[config.mk]
export PLATFORM = sky130hd
export DESIGN_NAME = osc_step_analyzer
export DESIGN_NICKNAME = d
export VERILOG_FILES = /design/src/rtl/osc_step_analyzer.sv
export SDC_FILE = /design/constraint.sdc
export NUM_CORES = 1
export LEC_CHECK = 0
export BUFFER_PORTS_ARGS = -buffer_cell sky130_fd_sc_hd__buf_4
export CORE_MARGIN = 2
export CORE_UTILIZATION = 55
export CTS_CLUSTER_DIAMETER = 60
export DETAILED_ROUTE_END_ITERATION = 6
export PLACE_DENSITY = 0.72
export SLEW_MARGIN = 20
export SYNTH_ARGS = -nofsm -noshare
export SYNTH_HDL_FRONTEND = slang
export SYNTH_SLANG_ARGS = --single-unit
[constraint.sdc]
create_clock -name clk -period 13.5 [get_ports clk]
set_input_delay 1.35 -clock clk [delete_from_list [all_inputs] [get_ports clk]]
set_output_delay 1.35 -clock clk [all_outputs]
set_load 0.01 [all_outputs]
[src/rtl/osc_step_analyzer.sv]
module osc_step_analyzer #(
  parameter int PW   = 16,
  parameter int NB   = 16,
  parameter int LW   = 3,
  parameter int SETW = 8,
  parameter int FRAC = 8,
  parameter int MW   = 16
) (
  input  logic                 clk,
  input  logic                 rst_n,
  input  logic                 start,
  input  logic [$clog2(NB)-1:0] bit_lo,
  input  logic [$clog2(NB)-1:0] bit_hi,
  input  logic [LW-1:0]        avg_log2,
  input  logic [SETW-1:0]      settle,
  input  logic [PW-1:0]        ref_step,
  input  logic [MW-1:0]        tol,
  input  logic [PW-1:0]        phase_acc,
  input  logic [$clog2(NB)-1:0] rd_idx,
  output logic                 ovr_en,
  output logic [$clog2(NB)-1:0] ovr_idx,
  output logic                 ovr_val,
  output logic                 busy,
  output logic                 res_valid,
  output logic [$clog2(NB)-1:0] res_idx,
  output logic signed [PW:0]   res_step,
  output logic signed [MW-1:0] res_mism,
  output logic                 res_pass,
  output logic                 done,
  output logic signed [PW:0]   rd_step,
  output logic signed [MW-1:0] rd_mism,
  output logic                 rd_pass
);
  localparam int IW   = $clog2(NB);
  localparam int SW   = PW + 1;
  localparam int MAXL = (1 << LW) - 1;
  localparam int AW   = PW + MAXL + 2;
  localparam int CW   = MAXL + 1;
  localparam int QW   = SW + FRAC;
  localparam int DCW  = $clog2(QW + 1);
  localparam int MAXP = (1 << (MW - 1)) - 1;

  typedef enum logic [2:0] {S_IDLE, S_SETTLE, S_ACC, S_CALC, S_DIV, S_STORE} st_t;
  st_t st;

  logic [IW-1:0]        lo_r, hi_r;
  logic [LW-1:0]        l_r;
  logic [SETW-1:0]      set_r, cnt;
  logic [PW-1:0]        ref_r, prev, rem;
  logic [MW-1:0]        tol_r;
  logic [CW-1:0]        n;
  logic signed [AW-1:0] sum;
  logic                 neg;
  logic [QW-1:0]        dvd;
  logic [DCW-1:0]       dcnt;

  logic signed [SW-1:0] t_step [NB];
  logic signed [MW-1:0] t_mism [NB];
  logic                 t_pass [NB];

  logic [PW-1:0]        delta;
  logic signed [AW-1:0] delta_ext, sum_nx, shifted;
  logic signed [SW-1:0] step_w;
  logic signed [SW:0]   diff_w, ndiff;
  logic [SW-1:0]        mag_w;
  logic [CW-1:0]        lastn;
  logic [PW:0]          rem_sh;
  logic                 ge;
  logic [MW-1:0]        sat_w;
  logic signed [MW-1:0] mism_w;
  logic                 pass_w;

  assign busy      = (st != S_IDLE);
  assign delta     = phase_acc - prev;
  assign delta_ext = $signed({{(AW-PW){1'b0}}, delta});
  assign sum_nx    = ovr_val ? sum + delta_ext : sum - delta_ext;
  assign lastn     = (CW'(1) << l_r) - CW'(1);
  assign shifted   = sum >>> l_r;
  assign step_w    = shifted[SW-1:0];
  assign diff_w    = $signed({step_w[SW-1], step_w}) - $signed({2'b00, ref_r});
  assign ndiff     = -diff_w;
  assign mag_w     = diff_w[SW] ? ndiff[SW-1:0] : diff_w[SW-1:0];
  assign rem_sh    = {rem, dvd[QW-1]};
  assign ge        = rem_sh >= {1'b0, ref_r};
  assign sat_w     = (dvd > QW'(MAXP)) ? MW'(MAXP) : dvd[MW-1:0];
  assign mism_w    = neg ? -$signed(sat_w) : $signed(sat_w);
  assign pass_w    = (ref_r != '0) && (sat_w <= tol_r);

  assign rd_step = t_step[rd_idx];
  assign rd_mism = t_mism[rd_idx];
  assign rd_pass = t_pass[rd_idx];

  always_ff @(posedge clk or negedge rst_n) begin
    if (!rst_n) begin
      st <= S_IDLE;
      lo_r <= '0; hi_r <= '0; l_r <= '0; set_r <= '0; ref_r <= '0; tol_r <= '0;
      cnt <= '0; n <= '0; prev <= '0; sum <= '0; neg <= 1'b0;
      rem <= '0; dvd <= '0; dcnt <= '0;
      ovr_en <= 1'b0; ovr_idx <= '0; ovr_val <= 1'b0;
      res_valid <= 1'b0; res_idx <= '0; res_step <= '0; res_mism <= '0;
      res_pass <= 1'b0; done <= 1'b0;
      for (int i = 0; i < NB; i++) begin
        t_step[i] <= '0; t_mism[i] <= '0; t_pass[i] <= 1'b0;
      end
    end else begin
      prev      <= phase_acc;
      res_valid <= 1'b0;
      done      <= 1'b0;
      case (st)
        S_IDLE: if (start) begin
          lo_r <= bit_lo; hi_r <= bit_hi; l_r <= avg_log2;
          set_r <= settle; ref_r <= ref_step; tol_r <= tol;
          ovr_en <= 1'b1; ovr_idx <= bit_lo; ovr_val <= 1'b0;
          cnt <= settle; sum <= '0;
          st <= S_SETTLE;
        end
        S_SETTLE: begin
          if (cnt == '0) begin
            n  <= '0;
            st <= S_ACC;
          end else cnt <= cnt - 1'b1;
        end
        S_ACC: begin
          sum <= sum_nx;
          n   <= n + 1'b1;
          if (n == lastn) begin
            if (!ovr_val) begin
              ovr_val <= 1'b1;
              cnt     <= set_r;
              st      <= S_SETTLE;
            end else st <= S_CALC;
          end
        end
        S_CALC: begin
          res_step <= step_w;
          neg      <= diff_w[SW];
          dvd      <= {mag_w, {FRAC{1'b0}}};
          rem      <= '0;
          dcnt     <= DCW'(QW);
          st       <= S_DIV;
        end
        S_DIV: begin
          rem  <= ge ? PW'(rem_sh - {1'b0, ref_r}) : PW'(rem_sh);
          dvd  <= {dvd[QW-2:0], ge};
          dcnt <= dcnt - 1'b1;
          if (dcnt == DCW'(1)) st <= S_STORE;
        end
        default: begin
          res_valid <= 1'b1;
          res_idx   <= ovr_idx;
          res_mism  <= mism_w;
          res_pass  <= pass_w;
          t_step[ovr_idx] <= res_step;
          t_mism[ovr_idx] <= mism_w;
          t_pass[ovr_idx] <= pass_w;
          ovr_val <= 1'b0;
          if (ovr_idx >= hi_r) begin
            ovr_en <= 1'b0;
            done   <= 1'b1;
            st     <= S_IDLE;
          end else begin
            ovr_idx <= ovr_idx + IW'(1);
            cnt     <= set_r;
            sum     <= '0;
            st      <= S_SETTLE;
          end
        end
      endcase
    end
  end

  AST_IDLE_NO_OVR: assert property (@(posedge clk) disable iff (!rst_n)
    !busy |-> !ovr_en && !ovr_val);
  AST_VAL_ORDER: assert property (@(posedge clk) disable iff (!rst_n)
    $rose(ovr_val) |-> ovr_en && $stable(ovr_idx));
  AST_IDX_RANGE: assert property (@(posedge clk) disable iff (!rst_n)
    ovr_en |-> ovr_idx >= lo_r);
  AST_REF0_FAIL: assert property (@(posedge clk) disable iff (!rst_n)
    res_valid && ref_r == '0 |-> !res_pass);
  AST_NO_MIN_MISM: assert property (@(posedge clk) disable iff (!rst_n)
    res_valid |-> res_mism != {1'b1, {(MW-1){1'b0}}});
  AST_DONE_LAST: assert property (@(posedge clk) disable iff (!rst_n)
    done |-> res_valid && !busy);
  AST_CFG_HELD: assert property (@(posedge clk) disable iff (!rst_n)
    busy && $past(busy) |-> $stable(ref_r) && $stable(l_r) && $stable(hi_r));
endmodule

# After elaboration in Yosys (flattened, before gate mapping)
# Index checks and enable logic that the tools add are counted.
# word_totals
reg_bits	744
in_bits	74
wordCells	189
# classes
add_sub_neg	12
magnitude_cmp	7
eq_ne	15
n_shift	2
n_mux	56
bitwise_logic	5
n_reduce_logical	21
# ops
operator	count
272-bit bitwise mux	1
256-bit bitwise mux	1
16-bit two-way mux	6
25-bit two-way mux	3
25-bit case mux with 3 select lines	1
17-bit binary-select mux with 4-bit select	1
17-bit demux with 4-bit select	1
17-bit two-way mux	4
16-bit binary-select mux with 4-bit select	1
16-bit demux with 4-bit select	1
25-bit case mux with 2 select lines	1
8-bit two-way mux	6
16-bit case mux with 2 select lines	1
8-bit case mux with 4 select lines	1
16-bit subtractor	2
25-bit by 17-bit adder with 25-bit output	1
25-bit by 15-bit > comparator with 1-bit output (second input constant)	1
25-bit by 3-bit >>> shifter with 17-bit output	1
25-bit by 17-bit subtractor with 25-bit output	1
17-bit by 17-bit subtractor with 18-bit output	1
17-bit by 16-bit >= comparator with 1-bit output	1
17-bit negation	1
16-bit bitwise mux	1
16-bit less-or-equal comparator	1
47 further kinds	78

# Longest topological paths before layout
# Gate-level depths: netlist of run 1.
# depth
word_depth	6
mapped_depth	23
mapped_depth_nobuf	23

# Least setup slack after synthesis of run 1
# Ideal clock, no wire load.
# synth_path
path_type	input-to-reg
from	input port phase_acc[0]
to	register sum[22]
setup_time_ns	0.133
t_arrival_ns	5.481
required_ns	13.367
setup_slack_ns	7.885
stages	23
n_path_buf	0
path_cell_list	inv_1 > ha_1 > inv_1 > fa_1 > a21o_1 > a31o_2 > a21oi_1 > xor2_1 > nand2_1 > nor2_1 > nor2_1 > xor2_1 > ha_1 > a21o_1 > or3_1 > o21ba_2 > a41o_1 > a221oi_1 > a21boi_0 > a211oi_1 > a21oi_1 > xnor2_1 > o21ai_0
# synth_between
elab_chain_len	4
word_cells_on_any_way	5
cone_classes	add/sub: 3; mux: 2
# synth_rtl
item	line_no	rtl
from (decl)	18	input logic [PW-1:0] phase_acc,
16-bit subtractor (*)	74	assign delta = phase_acc - prev;
25-bit by 17-bit subtractor with 25-bit output or 25-bit by 17-bit adder with 25-bit output (tied branches)	76	assign sum_nx = ovr_val ? sum + delta_ext : sum - delta_ext;
25-bit two-way mux (*)	76	
25-bit case mux with 3 select lines (*)	109	case (st)
to (signal assigned)	124	sum <= sum_nx;
to (decl)	52	logic signed [AW-1:0] sum;
# Every way passes the cells marked *; elsewhere a longest branch is shown, timed or not.
# A chain may end at the register's enable or synchronous reset.

# Worst setup path in the final report of run 1
# Same ends and word-level chain as after synthesis.

==> results of run 1 <==
how the worst min path moves through the flow:
stage / startpoint / cells after the start / slack (ns) / to
after floorplan: t_step[153] / 2 / 0.44 / t_step[153]
after global placement: t_step[11] / 2 / 0.45 / t_step[11]
after detailed placement: t_step[205] / 2 / 0.46 / t_step[205]
after CTS: t_step[205] / 2 / 0.47 / t_step[205]
after global routing: t_step[61] / 2 / 0.49 / t_step[61]
final: t_step[94] / 2 / 0.47 / t_step[94]
cells in the mapped netlist, drive strengths merged, types with 6 or more instances:
| library cell | number | area share, % |
|---|---|---|
| mux2i | 33 | 0.88 |
| nand2 | 1323 | 13 |
| dfrtp | 743 | 49 |
| a22o | 11 | 0.26 |
| nand3 | 37 | 0.49 |
| a21oi | 109 | 1.4 |
| nand4 | 12 | 0.20 |
| a21o | 29 | 0.58 |
| nor2 | 100 | 1.0 |
| clkbuf | 249 | 2.5 |
| and2 | 23 | 0.38 |
| xnor2 | 58 | 1.3 |
| a31oi | 36 | 0.60 |
| nand2b | 18 | 0.30 |
| o31ai | 6 | 0.12 |
| o211ai | 7 | 0.14 |
| inv | 93 | 0.93 |
| nor2b | 18 | 0.30 |
| buf | 23 | 0.25 |
| nor3 | 33 | 0.45 |
| a211oi | 12 | 0.24 |
| o21a | 20 | 0.40 |
| ha | 106 | 3.5 |
| or2 | 22 | 0.37 |
| nor4 | 12 | 0.20 |
| o21bai | 6 | 0.12 |
| o21ai | 445 | 5.9 |
| or3 | 7 | 0.12 |
| mux2 | 25 | 0.75 |
| o22ai | 6 | 0.10 |
| mux4 | 171 | 10 |
| and3 | 12 | 0.21 |
| xor2 | 42 | 0.98 |
| a22oi | 18 | 0.36 |
sequential cells by signal, indices dropped and copies added (netlist names), 5 cells and up:
name / count
prev: 16
t_pass: 16
tol_r: 16
cnt: 8
set_r: 8
t_step: 272
rem: 16
sum: 24
n: 8
t_mism: 256
ref_r: 16
dvd: 25
res_step: 17
dcnt: 5
res_mism: 16
cell families after synthesis:
group	share of synthesized area (%)
AOI/OAI and AO/OA	11.6
xor gates and xnor gates	2.32
adders and majority gates	3.73
buffers and inverters	3.67
DFF	49.3
muxes	11.8
other	0.00995
and+or+nand+nor	17.5
tightest hold or removal path: stages (launching register included):
cell and delay [ns]:
dfrtp_1 0.33, nand2_1 0.05, nand2_1 0.06
layout make-up:
type	instances	area share, %
clock buffer	121	5.66
clock inverter	31	1.18
inverter	95	0.842
multi-input combinational	2829	42.1
sequential	743	43.9
tap	873	2.58
timing repair buffer	203	3.78
power by group:
part           switching, uW  internal, uW
clock                    961          1420
combinational            683           473
sequential               236          2310
total                   1880          4210
layer usage:
layer / share of wire [%] / global-route usage (%)
met5: 0.013 / 0
met3: 6.4 / 4.13
met1: 42 / 40.7
met4: 3.9 / 11.7
met2: 48 / 48.1
stage by stage:
| stage | worst slack [ns] | hold slack [ns] | utilization (%) | instance area [um2] | power (uW) |
|---|---|---|---|---|---|
| after CTS | 7.79 | 0.473 | 62.7 | 42300 | 6110 |
| after global placement | 7.30 | 0.453 | 58.3 | 39400 | 3710 |
| after floorplan | 7.89 | 0.441 | - | 37700 | 3320 |
| final | 7.76 | 0.469 | 62.8 | 42400 | 6090 |
| after global routing | 7.21 | 0.489 | 62.8 | 42400 | 6350 |
| after detailed placement | 7.12 | 0.458 | 58.4 | 39400 | 3730 |
==> reports/summary.md, run 1 <==
In the layout the commonest cells are nand2_1, dfrtp_1, o21ai_0, buf_4, mux4_2. Final-report max-slew violation count: 0. The largest fanout on the critical path works out to 8. After clock tree synthesis, the clock-pin slew on the worst setup and hold paths is 0.06 ns. For this design the top-level I/O count stands at 155.

Final RePlAce weighted congestion: 0.867. Among all flip-flop cells after synthesis, the most frequent one is dfrtp_1. TritonCTS built the clock tree. Buffers inserted to repair hold after CTS numbered 0. The detailed router finished its first iteration with 2728 violations. Synthesis produced a netlist whose cell count is 3939. The initial utilization of the core area, before any placement, comes to 55.8%. For this run, the detailed router's first-pass iteration total came to 5.

The number of antenna diodes in the final layout is 0. The family with the most delay on the worst path was compound AO/OA/AOI/OAI gates. The class of the most critical hold timing path is register to register. Worst flop-to-flop path startpoint: prev[0].

The number of I/O port buffers works out to 154. For this run, asynchronously set or reset flops after synthesis account for 100%. The worst setup skew after layout is 0.0236 ns. The post-route netlist has 15.0% of its cells at a drive strength greater than 1. Synthesis produced a netlist with a net count of 4123. Post-CTS repair changed the size of 0 cells. The cell seen most often among critical-path stages is a21oi_1. The tools report the total number of yosys warnings as 0. STA classifies the critical path startpoint as an input port.

Summing the sequential cell areas from Yosys gives 49.3% of the chip area. The critical path contains buffers and inverters numbering 3 combined. Counting buffers and inverters, the worst setup path is 23 cells deep. The tools report the endpoint of the worst register-to-register path as sum[22]. The leakage power figure was 0.0204 uW; the post-detailed-route wirelength per cell was 21.0 um.

Footprint of the multi-input gates: 17800 um2. Dividing total power by cell area gives a power density of 144 nW/um2. Traced cell by cell, the critical path runs through buf_4, inv_1, ha_1, inv_1, fa_1, a21o_1, a31o_2, a21oi_1, xor2_1, nand2_1, nor3_1, a21oi_1, xor2_1, ha_1, nand3_1, nand2_1, a41o_1, a221oi_1, a21boi_0, a211oi_1, a21oi_1, xnor2_1, o21ai_0.

The cell sitting at the root of the clock tree is a clkbuf_16. At the later pin of the worst-skew pair, clock insertion delay measures 0.64 ns. The flow ran to the end, and the final reports show no timing, DRC or antenna violations. In this run the mean area of a mapped cell was 9.57 um2. For flop-to-flop paths, the worst setup slack is 8.29 ns. The TritonCTS sink count came out at 743. The horizontal die dimension works out to 266 um.

The HPWL after detailed placement is 62800 um. STA classifies the critical path endpoint as a register. In this run the worst setup path terminates at sum[22]. The delay of the slowest cell on the worst path was 0.72 ns. The cell area after technology mapping was 37700 um2.

For this design, the slowest cell found on the critical path is nor3_1. The number of cells on the worst reg-to-reg path is 21. The tools report the number of H-tree branching levels as 3. The via count of the first global-routing pass was 29.0k. At the pin with the least slew margin, the transition time is 1.22 ns.

For this run, the total global-route usage over all layers was measured as 29.6%. For the pin count of the biggest net entering global routing, the log shows 169. For the count of nets left with antenna violations after detail routing, the log shows 0.

The area growth from synthesis to layout came out at 12.4%. The achievable frequency was 0.174 GHz. Setup violations remaining at the end of the flow were counted as 0. Number of failing hold endpoints at the final stage: 0. Number of register bits inferred by synthesis: 743. The tools report the initial antenna violation count as 1. In this run the standard cell core region covers 67500 um2. Buffers added to address setup during post-CTS repair amount to 0. The post-detailed-routing wire length came out at 103000 um. The run gives 77 as the post-synthesis cell type count. Yosys mapped a number of flops with a built-in enable equal to 0.

The maximum VDD drop was 0.115 mV. The data arrival time of the critical path was 6.22 ns. The tools report the cell count after placement as 4742.

The clock period minus final worst setup slack was 5.74 ns; the net total in the final layout was 4138. Row generation in the floorplan step produced 95 rows. Summing over every cut layer, the via total after detailed routing is 29.4k. The filler cells instantiated in the layout total 5437. The timing startpoint of the critical path is phase_acc[0]. Excluding fillers, the count of instances in the completed layout stands at 4895. The number of violations of the max-capacitance limit was 0; the share of the cycle needed by the critical path after routing was 42.5%. The setup TNS is 0 ns. At the worst endpoint, the required time is 13.98 ns. The worst pin sits at a relative slew slack of 18.6%. The detailed-route vias per instance was 6.01. The height of the chip is 266 um, and the die outline area is 70700 um2.

The total overflow left after global routing is 0. The longest clock path from root to sink contains 3 buffers. The run gives 0 as the remaining design rule violation count.

The TritonCTS buffer count came out at 82. The library cell used most frequently in the layout, excluding fill and tap cells, is nand2_1. The sequential cell area in the final layout came out at 18600 um2. Path type of the worst setup path: input port to register. Setup repair after global routing left no endpoint under its margin. The first global-routing pass estimated 163000 um of wire.
(Power assumes the default switching activity.)
==> run 2: changes to the inputs <==
ABC_AREA = 1   (was default)
clock period = 5.7 ns   (was 13.5 ns; I/O delays follow)
==> reports/summary.md, run 2 <==
The run finished with clean final reports. The run gives 0.302 mV (+160%) as the maximum VDD drop. STA classifies the critical path startpoint as a register.

The tools report the clock network latency to the later pin of the worst-skew pair as 0.64 ns (about the same). For this run, the leading register cell type out of synthesis is dfrtp_1. The maximum clock insertion buffer count came out at 3 (unchanged). The post-route cell area is 43300 um2 (+2.2%). The slew of the pin with the lowest slew margin came out at 1.11 ns (-0.109 ns). Clock period minus final worst setup slack: 4.53 ns. The iteration-0 DRC count of the detailed router was 3168 (+16%). For the starting utilization of the core area, the log shows 55.4% (-0.43 points). The run gives 1.10 ns (-6.02 ns) as the setup slack after placement. The number of H-tree branching levels came out at 3 (unchanged). The share of the cycle needed by the critical path after routing works out to 79.4%.

End of the worst hold path: prev[7]. The tools report the count of nets left with antenna violations after detail routing as 0 (unchanged). The tools report the startpoint of the tightest hold check path as phase_acc[7].

The tools report the final setup violation count as 0 (unchanged). The cell count after synthesis came out at 4745 (+20%). The largest total area in the synthesized netlist belongs to dfrtp_1.

The HPWL after detailed placement is 68100 um (+8.4%). Timing would allow up to 0.221 GHz. The cell seen most often among critical-path stages is nand2_1.

In the final layout, the registers with the most flip-flops are t_step (272), t_mism (256), dvd (25). The net total in the final layout was 4923 (+19%); the height of the chip was 269 um (+1.3%). The post-cts gate resize count is 0 (unchanged), and the die outline area is 72600 um2 (+2.7%). The path class of the tightest hold or removal check is input port to register.

Leaving out fill and tap cells, the most frequent cells in the layout are nand2_1, o21ai_0, dfrtp_1, inv_1, a21oi_1. Post-synthesis cell type count: 57 (-26%). The delay of the slowest cell on the worst path is 0.93 ns (+0.21 ns), and the post-detailed-route wirelength per cell is 18.9 um (-9.9%). The logs give 0.0210 uW (+2.8%) for the leakage power figure and 1.17 ns (-6.58 ns) for the slack of the critical path.

The overflow left after global routing was 0 (unchanged); the area growth from synthesis to layout was 11.8%. By count the netlist is led by nand2_1, o21ai_0, dfrtp_1. STA classifies the critical path endpoint as a register. Counting flops per register, the top entry is t_step. The largest fanout on the critical path is 37 (+29), and the detailed-route vias per instance is 5.71 (-5.1%). The share of synthesized area occupied by flip-flops and latches came out at 48.0% (-1.3 points).

The tools report the setup TNS as 0 ns (unchanged). The pin count of the biggest net entering global routing is 164 (-3.0%), and the final-report max-slew violation count is 0 (unchanged). The total chip power was 13800 uW (+130%); the power density over the cells was 318 nW/um2 (+120%). TritonCTS built the clock tree. The number of rows created at floorplan was 97 (+2.1%).

Total cell area at the placement stage: 40400 um2 (+2.6%). The remaining design rule violation count came out at 0 (unchanged). The clock root buffer was clkbuf_16.

The tools report the remaining max-slew budget at the tightest pin as 25.6% (+7.0 points). The number of synthesized flops with an enable pin is 0 (unchanged), and the mean instance size in the synthesized netlist is 8.16 um2 (-15%). The initial antenna violation count is 2 (+1). The fraction of synthesis flops using an asynchronous set or reset pin works out to 100% (unchanged). The detailed-router iteration count before antenna repair was 6 (+1); the core area was 69900 um2 (+3.5%). The run gives 0.0242 ns (+0.000605 ns) as the worst setup skew after layout. The tools report the final RePlAce weighted congestion as 0.931 (+7.4%). By startpoint and endpoint, the worst setup path is classified as register to register.

The wire length of the first global-routing pass is 173000 um (+6.3%). The post-detailed-routing wire length came out at 109000 um (+5.7%). The number of register bits inferred by synthesis was 743 (unchanged). The horizontal die dimension is 269 um (+1.3%). The tools report the TritonCTS buffer count as 83 (+1.2%). The flip-flop count of the largest register after layout is 272 (unchanged). The share of cells above drive strength 1 is 8.48% (-6.5 points). The run gives 29.8% (+0.18 points) as the aggregate global-route resource usage. The tools report the endpoint of the worst register-to-register path as dvd[13]. The depth of the most critical reg-to-reg path is 16 (-24%). The cell area after technology mapping came out at 38700 um2 (+2.7%). The number of failing hold endpoints at the final stage was 0 (unchanged). The total number of yosys warnings was 0 (unchanged). Setup repair after global routing left no endpoint under its margin. The cell with the largest stage delay on the worst path was dfrtp_1. For the data arrival time of the critical path, the log shows 4.99 ns (-1.23 ns). The critical path data required time is 6.16 ns (-7.82 ns), and the number of setup buffers added after CTS is 0 (unchanged). Most repeated cell in the gate-level netlist after synthesis: nand2_1. The number of violations of the max-capacitance limit was 0 (unchanged). For the I/O pin count, the log shows 155 (unchanged).

The total via count in the routed design is 32.8k (+11%), and the TritonCTS sink count is 743 (unchanged). The cell depth of the worst min-delay path works out to 1 (-1). Traced cell by cell, the critical path runs through inv_1, o21ai_0, o21ai_0, o21ai_0, ha_1, a21oi_1, o21ai_0, a21oi_1, nand2_1, nand2_1, nand3_1, nand2_1, nand2_1, xor2_1, nand2_1, o221ai_1. The number of I/O port buffers came out at 154 (unchanged). The worst flop-to-flop path startpoint is l_r[0]. Ranked by total cell area, the synthesized netlist is headed by dfrtp_1, nand2_1, o21ai_0. The post-synthesis net count is 4929 (+20%). The register-to-register setup slack is 1.17 ns (-7.12 ns). The clock transition at the registers of the reported paths was 0.06 ns (about the same). The share of the synthesized area in the top cell type is 48.0% (-1.3 points), and the via count of the first global-routing pass is 31.5k (+8.9%). The library cell used most frequently in the layout, excluding fill and tap cells, is nand2_1.
run 2: area by class of cell:
| cell class | instances | area [um2] |
|---|---|---|
| Inverter | 463 | 1740 |
| Antenna cell | 2 | 5.00 |
| Clock inverter | 36 | 552 |
| Fill cell | 6284 | 26600 |
| Tap cell | 940 | 1180 |
| Sequential cell | 743 | 18600 |
| Timing Repair Buffer | 206 | 1650 |
| Multi-Input combinational cell | 3242 | 17300 |
| Clock buffer | 110 | 2320 |
run 2: how the worst max path moves through the flow:
stage | startpoint | endpoint | slack [ns] | cells after the start
6_report | l_r[0] | dvd[13] | 1.17 | 16
5_1_grt | l_r[0] | dvd[13] | 0.66 | 16
4_1_cts | l_r[0] | dvd[13] | 1.25 | 16
3_5_place_dp | phase_acc[0] | sum[19] | 1.10 | 28
3_3_place_gp | phase_acc[0] | sum[19] | 1.12 | 28
2_1_floorplan | phase_acc[0] | sum[19] | 1.75 | 27
run 2: what timing repair did:
| item | CTS | global route |
|---|---|---|
| hold buffers | 1 | 0 |
| endpoints found under the setup margin | 0 | 0 |
| endpoints found under the hold margin | 1 | 0 |
run 2: per-stage QoR:
stage	util [%]	hold slack (ns)	instances
final	61.9	0.0533	5742
after global routing	61.9	0.0298	5740
after CTS	61.9	0.0284	5740
after detailed placement	57.8	0.462	5593
after global placement	57.8	0.457	5593
after floorplan	-	0.274	4745
run 2: logic make-up after synthesis:
kind of cell    count (synthesis)  synth area share, %
simple gates                 1563                 16.3
compound gates               1352                 19.0
buf+inv                       760                 7.55
flops                         743                 48.0
mux                           142                 3.68
fa+ha+maj                     110                 3.63
xor+xnor                       74                 1.76
other cells                     1              0.00968
run 2: layer usage:
layer | track usage [%] | vias to the layer above | wire, um | part of all wire, %
met5 | 0 | - | 0 | 0
met4 | 11.1 | 0 | 3980 | 3.7
met3 | 3.85 | 232 | 5960 | 5.5
met2 | 49.5 | 963 | 51700 | 48
met1 | 40.2 | 15799 | 46900 | 43
li1 | - | 15768 | - | -
run 2: power breakdown:
part	total [uW]	switching (uW)	internal, uW	leakage (uW)
Clock	5610	2260	3350	0.00140
Combinational	2630	1730	897	0.00996
Sequential	5550	143	5400	0.00961
run 2: critical path, delay by kind of cell (launching register included):
kind	cells	cell delay (ns)
AOI/OAI and AO/OA	7	1.69
xor gates and xnor gates	1	0.16
buffers and inverters	1	0.33
adders and majority gates	1	0.41
and+or+nand+nor	6	0.86
DFF	1	0.93
